File: config.mk
export PLATFORM = sky130hd
export DESIGN_NAME = bcd_adj_unit
export DESIGN_NICKNAME = d
export VERILOG_FILES = /design/src/rtl/bcd_adj_pkg.sv /design/src/rtl/bcd_adj_detect.sv /design/src/rtl/bcd_adj_word.sv /design/src/rtl/bcd_adj_flags.sv /design/src/rtl/bcd_adj_stage.sv /design/src/rtl/bcd_adj_unit.sv
export SDC_FILE = /design/constraint.sdc
export NUM_CORES = 1
export LEC_CHECK = 0
export BUFFER_PORTS_ARGS = -buffer_cell sky130_fd_sc_hd__buf_2
export CAP_MARGIN = 0
export CORE_UTILIZATION = 47
export CTS_BUF_LIST = sky130_fd_sc_hd__clkbuf_8
export DETAILED_ROUTE_END_ITERATION = 12
export PLACE_DENSITY = 0.78
export SLEW_MARGIN = 15
export SYNTH_ARGS = -nofsm -noshare
export SYNTH_HDL_FRONTEND = slang
export SYNTH_SLANG_ARGS = --single-unit
File: constraint.sdc
create_clock -name clk -period 1.85 [get_ports clk]
set_clock_uncertainty 0.05 [all_clocks]
set_input_delay 0.2775 -clock clk [delete_from_list [all_inputs] [get_ports clk]]
set_output_delay 0.2775 -clock clk [all_outputs]
set_load 0.05 [all_outputs]
File: src/rtl/bcd_adj_pkg.sv
package bcd_adj_pkg;

  parameter int ACC_W  = 16;
  parameter int LANE_W = ACC_W / 2;
  parameter int NIB_W  = 4;
  parameter int DIGIT_MAX = 9;
  parameter int LOW_STEP  = 6;

  typedef struct packed {
    logic [ACC_W-1:0] acc;
    logic             cf;
    logic             af;
    logic             ovf;
    logic             sgn;
    logic             zf;
    logic             pf;
  } adj_result_t;

endpackage

File: src/rtl/bcd_adj_detect.sv
module bcd_adj_detect #(
  parameter int NIB_W = 4,
  parameter int LIMIT = 9
) (
  input  logic [NIB_W-1:0] digit,
  input  logic             half_carry,
  output logic             need
);
  localparam logic [NIB_W-1:0] LIM = NIB_W'(LIMIT);

  always_comb begin
    need = half_carry || (digit > LIM);
  end
endmodule

File: src/rtl/bcd_adj_word.sv
module bcd_adj_word #(
  parameter int ACC_W  = 16,
  parameter int LANE_W = 8,
  parameter int NIB_W  = 4,
  parameter int STEP   = 6
) (
  input  logic [ACC_W-1:0]  acc_in,
  input  logic              need,
  input  logic              sub,
  output logic [ACC_W-1:0]  acc_out
);
  localparam logic [ACC_W-1:0] CORR = ACC_W'((1 << LANE_W) + STEP);

  logic [ACC_W-1:0] sum_w;
  logic [ACC_W-1:0] dif_w;
  logic [ACC_W-1:0] pick_w;

  always_comb begin
    sum_w = acc_in + CORR;
    dif_w = acc_in - CORR;
    if (!need)     pick_w = acc_in;
    else if (sub)  pick_w = dif_w;
    else           pick_w = sum_w;
  end

  // keep the digit nibble and the high lane, wipe the zone bits between
  genvar gi;
  generate
    for (gi = 0; gi < ACC_W; gi++) begin : g_mask
      if (gi >= NIB_W && gi < LANE_W) begin : g_zone
        assign acc_out[gi] = 1'b0;
      end else begin : g_keep
        assign acc_out[gi] = pick_w[gi];
      end
    end
  endgenerate

  always_comb begin
    if (!need) begin
      assert (acc_out[ACC_W-1:LANE_W] == acc_in[ACC_W-1:LANE_W])
        else $error("p_high_lane_kept_r5");
    end
  end
endmodule

File: src/rtl/bcd_adj_flags.sv
module bcd_adj_flags #(
  parameter int LANE_W = 8
) (
  input  logic [LANE_W-1:0] lane,
  input  logic              need,
  output logic              cf,
  output logic              af,
  output logic              ovf,
  output logic              sgn,
  output logic              zf,
  output logic              pf
);
  always_comb begin
    cf  = need;
    af  = need;
    ovf = 1'b0;
    sgn = lane[LANE_W-1];
    zf  = (lane == '0);
    pf  = ~^lane;
  end
endmodule

File: src/rtl/bcd_adj_stage.sv
module bcd_adj_stage
  import bcd_adj_pkg::*;
(
  input  logic        clk,
  input  logic        rst,
  input  logic        in_valid,
  output logic        in_ready,
  input  adj_result_t in_data,
  output logic        out_valid,
  input  logic        out_ready,
  output adj_result_t out_data
);
  logic        v_q;
  adj_result_t d_q;

  assign in_ready  = !v_q || out_ready;
  assign out_valid = v_q;
  assign out_data  = d_q;

  always_ff @(posedge clk) begin
    if (rst) begin
      v_q <= 1'b0;
      d_q <= '0;
    end else if (in_ready) begin
      v_q <= in_valid;
      if (in_valid) d_q <= in_data;
    end
  end

  p_hold_under_stall_r9: assert property (@(posedge clk) disable iff (rst)
    (v_q && !out_ready) |=> (v_q && $stable(d_q)));

  p_take_shows_r8: assert property (@(posedge clk) disable iff (rst)
    (in_valid && in_ready) |=> v_q);

  p_reset_clears_r10: assert property (@(posedge clk)
    rst |=> (!v_q && d_q == '0));
endmodule

File: src/rtl/bcd_adj_unit.sv
module bcd_adj_unit
  import bcd_adj_pkg::*;
(
  input  logic              clk,
  input  logic              rst,
  input  logic              in_valid,
  output logic              in_ready,
  input  logic [ACC_W-1:0]  in_acc,
  input  logic              in_af,
  input  logic              in_cf,
  input  logic              in_sub,
  output logic              out_valid,
  input  logic              out_ready,
  output logic [ACC_W-1:0]  out_acc,
  output logic              out_cf,
  output logic              out_af,
  output logic              out_of,
  output logic              out_sf,
  output logic              out_zf,
  output logic              out_pf
);
  logic             need;
  logic [ACC_W-1:0] fixed_acc;
  adj_result_t      res_d;
  adj_result_t      res_q;
  logic             unused_cf;

  assign unused_cf = in_cf;

  bcd_adj_detect #(.NIB_W(NIB_W), .LIMIT(DIGIT_MAX)) u_detect (
    .digit      (in_acc[NIB_W-1:0]),
    .half_carry (in_af),
    .need       (need)
  );

  bcd_adj_word #(.ACC_W(ACC_W), .LANE_W(LANE_W), .NIB_W(NIB_W), .STEP(LOW_STEP)) u_word (
    .acc_in  (in_acc),
    .need    (need),
    .sub     (in_sub),
    .acc_out (fixed_acc)
  );

  assign res_d.acc = fixed_acc;

  bcd_adj_flags #(.LANE_W(LANE_W)) u_flags (
    .lane (fixed_acc[LANE_W-1:0]),
    .need (need),
    .cf   (res_d.cf),
    .af   (res_d.af),
    .ovf  (res_d.ovf),
    .sgn  (res_d.sgn),
    .zf   (res_d.zf),
    .pf   (res_d.pf)
  );

  bcd_adj_stage u_stage (
    .clk       (clk),
    .rst       (rst),
    .in_valid  (in_valid),
    .in_ready  (in_ready),
    .in_data   (res_d),
    .out_valid (out_valid),
    .out_ready (out_ready),
    .out_data  (res_q)
  );

  assign out_acc = res_q.acc;
  assign out_cf  = res_q.cf;
  assign out_af  = res_q.af;
  assign out_of  = res_q.ovf;
  assign out_sf  = res_q.sgn;
  assign out_zf  = res_q.zf;
  assign out_pf  = res_q.pf;

  p_zone_clear_r5: assert property (@(posedge clk) disable iff (rst)
    out_valid |-> (out_acc[LANE_W-1:NIB_W] == '0));

  p_fixed_flags_r6: assert property (@(posedge clk) disable iff (rst)
    out_valid |-> (!out_of && !out_sf));

  p_flag_pair_r4: assert property (@(posedge clk) disable iff (rst)
    out_valid |-> (out_cf == out_af));

  p_zero_flag_r7: assert property (@(posedge clk) disable iff (rst)
    out_valid |-> (out_zf == (out_acc[LANE_W-1:0] == '0)));

  p_trigger_r1: assert property (@(posedge clk) disable iff (rst)
    (in_valid && in_ready && (in_af || in_acc[NIB_W-1:0] > 4'd9)) |=> out_cf);
endmodule

==> reports/qor.yml, run 1 <==
placement:
  gp_congestion: 0.874
  place_hpwl_mm: 2.81
  place_area_um2: 1870
  dp_slack_ps: -364
  port_buffers: 39
final_layout:
  area_delta_synth_final_pct: 47.1
  design_area_um2: 2050
  num_antenna_cells: 0
  drive_gt1_frac: 0.425
  nNetsFinal: 293
  fillers: 219
  final_util: 0.736
  multi_input_area_um2: 1120
  seq_area_um2: 320
timing:
  min_period_ps: 1790
  tns_ps: 0
  fmax_mhz: 560
  drv_slew: 0
  finalHoldViolations: 0
  rsz0062_at_grt: "no"
  setup_violations: 0
  fin_ws_ps: 64.7
  timing.final.crit_share: 0.965
power_and_ir_drop:
  cellLeakagePower_nw: 0.966
  power.density_nw_per_um2: 650
  peakVddDrop_v: 0.000583
  power_mw: 1.33
floorplanning:
  ioPinCount: 47
  die_h_um: 56.4
  fp-row-count: 19
  die_w_um: 56.4
  core_um2: 2780
  die_area_um2: 3180
  start_util: 0.501
worst_setup_path:
  cp_slowest_stage_delay_ps: 290
  rrSetupSlack_ps: 450
  path_cells: "buf_6 > buf_4 > ha_4 > and3_4 > nand2_1 > a211oi_2 > a211oi_2 > xor2_1 > a2111oi_2"
  endpoint_kind: "register"
  crit_path_end: "u_stage.out_data[19]$_SDFFE_PP0P_"
  crit_type: "in -> reg"
  crit_top_cell: "a211oi_2"
  crit_start: "in_sub"
  crit_slowest_cell: "ha_4"
  cp_max_fo: 10
  worst-path-buf-inv: 2
  worst-path-stages: 9
  critPathTopFamily: "compound AO/OA/AOI/OAI gates"
  cp.required_ps: 1950
  r2r_cells: 5
  worstSetupStartpointType: "input port"
  cp.arrival_ps: 1880
  r2r_end: "u_stage.out_data[15]$_SDFFE_PP0P_"
  r2r_start: "u_stage.out_valid$_SDFFE_PP0N_"
min_path:
  hp-class: "in -> reg"
route:
  drt-pass1-iter-count: 4
  vias_per_cell: 5.41
  drt_iter0_drc: 60
  vias: 1530
  drc: 0
  wl_per_cell_um: 12.9
  drt_wl_total_mm: 3.65
  final_antenna_net_count: 0
global_routing:
  antenna_found_initial: 0
  grt-ovfl-total: 0
  grt_max_degree: 19
  grt_pass1_vias: 1306
  track_usage: 0.218
  grt_pass1_wl_mm: 5.62
cts:
  holdBufCountCts: 0
  clk_path_buf_depth: 2
  cts_htree_levels: 1
  cts_root_buffer: "clkbuf_8"
  cts_tree: "yes"
  cts-buffers-inserted: 3
  cts.sinks: 16
  clk_pin_slew_worst_paths_ps: 60
  clock_latency_ps: 250
yosys:
  yosysSeqAreaShare: 0.230
  yosys-top-cells-count: "nand2_1, a21oi_1, dfxtp_1"
  async_reset_ff_frac: 0
  synth_area_um2: 1390
  yosysUniqueCellTypes: 42
  yosys_warnings: 0
  synth_top_flop_cell: "dfxtp_1"
  synth_top_area_frac: 0.230
  synth-seq-cells: 16
  yosysMostFrequentCell: "nand2_1"
  yosys-top-cells-area: "dfxtp_1, ha_1, a21oi_1"
  synth_edf_count: 0
  synth_top_area_cell: "dfxtp_1"
  synthCells: 178
  avgSynthCellArea_um2: 7.82
outcome:
  status: "finished, final reports clean"
run:
  cap_violations: 0
## final cells by class
class / count / share of cell area
multi-input combinational: 148 / 0.546
timing repair buffer: 79 / 0.248
sequential: 16 / 0.156
clock buffer: 3 / 0.0202
tap: 31 / 0.0189
inverter: 6 / 0.0110
## per-layer routing
metal  vias up  wire length (um)  global-route usage  part of all wire
met5         -                 0                   0                 0
met4         0                95              0.0941             0.026
met3         9               201              0.0207             0.055
met2        54              1680               0.339              0.46
met1       686              1670               0.305              0.46
li1        781                 -                   -                 -
## kinds of logic after synthesis
| family | count (synthesis) | share of synthesized area |
|---|---|---|
| AND/OR/NAND/NOR | 60 | 0.204 |
| buffers and inverters | 19 | 0.0710 |
| multiplexers | 1 | 0.00719 |
| AO/OA/AOI/OAI | 55 | 0.273 |
| flip-flops | 16 | 0.230 |
| adder cells (fa/ha/maj) | 16 | 0.149 |
| other | 1 | 0.00269 |
| XOR/XNOR | 10 | 0.0629 |
## cell usage in the layout, fill, tap and decap left out, drive strengths merged, types with 2 or more instances in the layout
cell type  netlist  final
nand3            6      6
a2111oi          2      2
or3              2      2
nand2b           3      3
a31oi            2      2
nor2            16     16
xnor2            4      4
buf              8     79
o22ai            4      4
nor2b            3      3
a211oi           5      5
ha              15     15
a21oi           17     17
o21bai           2      2
and3             4      4
nor3             4      4
clkbuf           5      3
o211ai           3      3
o21a             3      3
dfxtp           16     16
xor2             6      6
o21ai            8      8
nand4            3      3
conb             1      6
nand2           17     17
a21o             3      3
inv              6      6
## worst min path at each step
stage,slack (ps),cells after the start,start,endpoint
after global routing,240,3,in_acc[0],u_stage.out_data[6]$_SDFFE_PP0P_
after detailed placement,390,2,u_stage.out_data[6]$_SDFFE_PP0P_,u_stage.out_data[6]$_SDFFE_PP0P_
final,230,3,in_acc[0],u_stage.out_data[6]$_SDFFE_PP0P_
after floorplan,360,2,in_valid,u_stage.out_valid$_SDFFE_PP0N_
after global placement,390,2,u_stage.out_data[1]$_SDFFE_PP0P_,u_stage.out_data[1]$_SDFFE_PP0P_
after CTS,230,3,in_acc[0],u_stage.out_data[6]$_SDFFE_PP0P_
## registers in the layout, summed over array words and instances, names as in the netlist
| signal | count |
|---|---|
| u_stage.out_data | 15 |
| u_stage.out_valid | 1 |
## power breakdown
part	total (mW)	switching, mW	internal [mW]
logic	0.679	0.403	0.276
clock network	0.258	0.114	0.144
registers	0.394	0.0161	0.378
total	1.33	0.534	0.798
## worst reg2reg max path: stages, from the launching register on
cell      delay, ps
dfxtp_1         310
nand2b_2         90
nand2_1         180
nor2_1          370
nand3_1         140
a31oi_1         190
## through the flow
| step | hold WS (ps) | std cells |
|---|---|---|
| final | 226 | 283 |
| after global routing | 245 | 283 |
| after global placement | 388 | 277 |
| after detailed placement | 393 | 277 |
| after floorplan | 357 | 183 |
| after CTS | 231 | 281 |
## timing repair
action | CTS | global route
setup buffers | 1 | 2
gates resized for setup | 4 | 12
pin swaps | 5 | 11
setup endpoints to repair | 5 | 6
Power figures use the tool's default switching activity.
==> run 2, diff against run 1 <==
MAX_ROUTING_LAYER = met4   (was unset)
SKIP_CTS_REPAIR_TIMING = 1   (was unset)
==> run 2 against run 1 <==
Effect of this change:
- register-to-register slack is essentially flat
- global-route usage shrank 0.089 points
- fmax shrank 0.52%
- core utilization is the same
- setup slack lost 9.3 ps
- sequential power is essentially flat
- clock power is essentially flat
- via count grew 0.46%
- critical path type unchanged
==> reports/qor.yml, run 2 (same netlist as run 1, synthesis figures left out) <==
worst_setup_path:
  cp_slowest_stage_delay_ps: 290
  endpoint_kind: "register"
  cp.required_ps: 1950
  crit_type: "in -> reg"
  path_cells: "buf_6 > buf_4 > ha_4 > and3_4 > nand2_1 > a211oi_2 > a211oi_2 > xor2_1 > a2111oi_2"
  cp.arrival_ps: 1890
  crit_slowest_cell: "ha_4"
  cp_max_fo: 10
  crit_top_cell: "a211oi_2"
  worstSetupStartpointType: "input port"
cts:
  clock_latency_ps: 240
  clk_pin_slew_worst_paths_ps: 60
  cts.sinks: 16
  cts_htree_levels: 1
  cts_root_buffer: "clkbuf_8"
  clk_path_buf_depth: 2
  cts-buffers-inserted: 3
  cts_tree: "yes"
final_layout:
  seq_area_um2: 320
  area_delta_synth_final_pct: 47.1
  drive_gt1_frac: 0.429
  num_antenna_cells: 0
  final_cell_count_no_fill: 283
  nNetsFinal: 293
  final_cell_mix: "buf_4, buf_2, nand2_1, dfxtp_1, a21oi_1"
  multi_input_area_um2: 1120
  design_area_um2: 2050
  fillers: 219
  largest_register_ffs: 15
  layout_commonest_cell: "buf_4"
global_routing:
  grt-ovfl-total: 0
  grt_util_met3: 0.0207
  track_usage: 0.217
  grt_pass1_wl_mm: 5.46
  grt_use_met2: 0.334
  use_met1: 0.289
  grt_pass1_vias: 1299
  grt_busiest_layer: "met2"
  antenna_found_initial: 0
  grt_max_degree: 19
timing:
  timing.final.crit_share: 0.970
  finalHoldViolations: 0
  setup_violations: 0
  rsz0062_at_grt: "no"
  min_period_ps: 1790
  fmax_mhz: 557
  drv_slew: 0
route:
  wl_per_cell_um: 12.9
  vias_per_cell: 5.43
  drt-pass1-iter-count: 4
  final_antenna_net_count: 0
  vias: 1537
  drt_wl_total_mm: 3.64
  drt_iter0_drc: 49
  drc: 0
outcome:
  status: "finished, final reports clean"
placement:
  port_buffers: 39
  place_area_um2: 1870
  gp_congestion: 0.888
  place_hpwl_mm: 2.81
  dpl.cell_count: 277
floorplanning:
  fp-row-count: 19
  die_h_um: 56.4
  core_um2: 2780
  ioPinCount: 47
  start_util: 0.501
  die_w_um: 56.4
  die_area_um2: 3180
power_and_ir_drop:
  power.density_nw_per_um2: 650
  seq_power_share: 0.296
  swShare: 0.401
  comb_power_share: 0.511
  p_switching_mw: 0.534
  peakVddDrop_v: 0.000583
  p_int_mw: 0.798
  p_clk_frac: 0.193
  cellLeakagePower_nw: 0.965
min_path:
  hp-class: "in -> reg"
run:
  cap_violations: 0
[run 2: cell types whose count changed in the layout (fill, tap and decap cells not counted)]
cell   change
inv_1      -1
inv_2      +1
[run 2: cell type report]
type                       instances  area share
clock buffer                       3      0.0202
inverter                           6      0.0110
multi-input combinational        148       0.546
sequential                        16       0.156
tap                               31      0.0189
timing repair buffer              79       0.248
[run 2: routing by layer]
| metal | up-vias | share of wire |
|---|---|---|
| met2 | 53 | 0.46 |
| met4 | 0 | 0.030 |
| met5 | - | 0 |
| met3 | 10 | 0.044 |
| met1 | 693 | 0.47 |
| li1 | 781 | - |
[run 2: path summary, 6_finish.rpt]
check | start | to | slack [ps] | cells past startpoint
worst min register to register | u_stage.out_data[1]$_SDFFE_PP0P_ | u_stage.out_data[1]$_SDFFE_PP0P_ | 400 | 2
worst min-delay path | in_acc[0] | u_stage.out_data[6]$_SDFFE_PP0P_ | 230 | 3
worst max register to register | u_stage.out_valid$_SDFFE_PP0N_ | u_stage.out_data[15]$_SDFFE_PP0P_ | 460 | 5
worst max-delay path | in_sub | u_stage.out_data[19]$_SDFFE_PP0P_ | 60 | 9
[run 2: power groups by stage]
stage / clock [mW] / combinational, mW / sequential (mW)
after global routing: 0.269 / 0.732 / 0.398
after global placement: 0 / 0.620 / 0.400
final: 0.257 / 0.681 / 0.394
after detailed placement: 0 / 0.627 / 0.402
after CTS: 0.258 / 0.630 / 0.394
after floorplan: 0 / 0.320 / 0.517
[run 2: metrics by stage]
step | worst slack [ps] | hold WS [ps] | utilization | total power [mW] | setup TNS, ps
floorplan | -5.12 | 357 | - | 0.836 | -5.12
global placement | -301 | 388 | 0.673 | 1.02 | -1960
detailed placement | -364 | 393 | 0.673 | 1.03 | -2200
CTS | -107 | 231 | 0.688 | 1.28 | -250
global route | 5.21 | 245 | 0.736 | 1.40 | 0
finish | 55.4 | 230 | 0.736 | 1.33 | 0
[run 2: worst max-delay path, delay by kind of cell]
| kind | cells | cell delay [ps] |
|---|---|---|
| compound gates | 3 | 610 |
| buf+inv | 2 | 290 |
| fa+ha+maj | 1 | 290 |
| simple gates | 2 | 260 |
| xor+xnor | 1 | 160 |
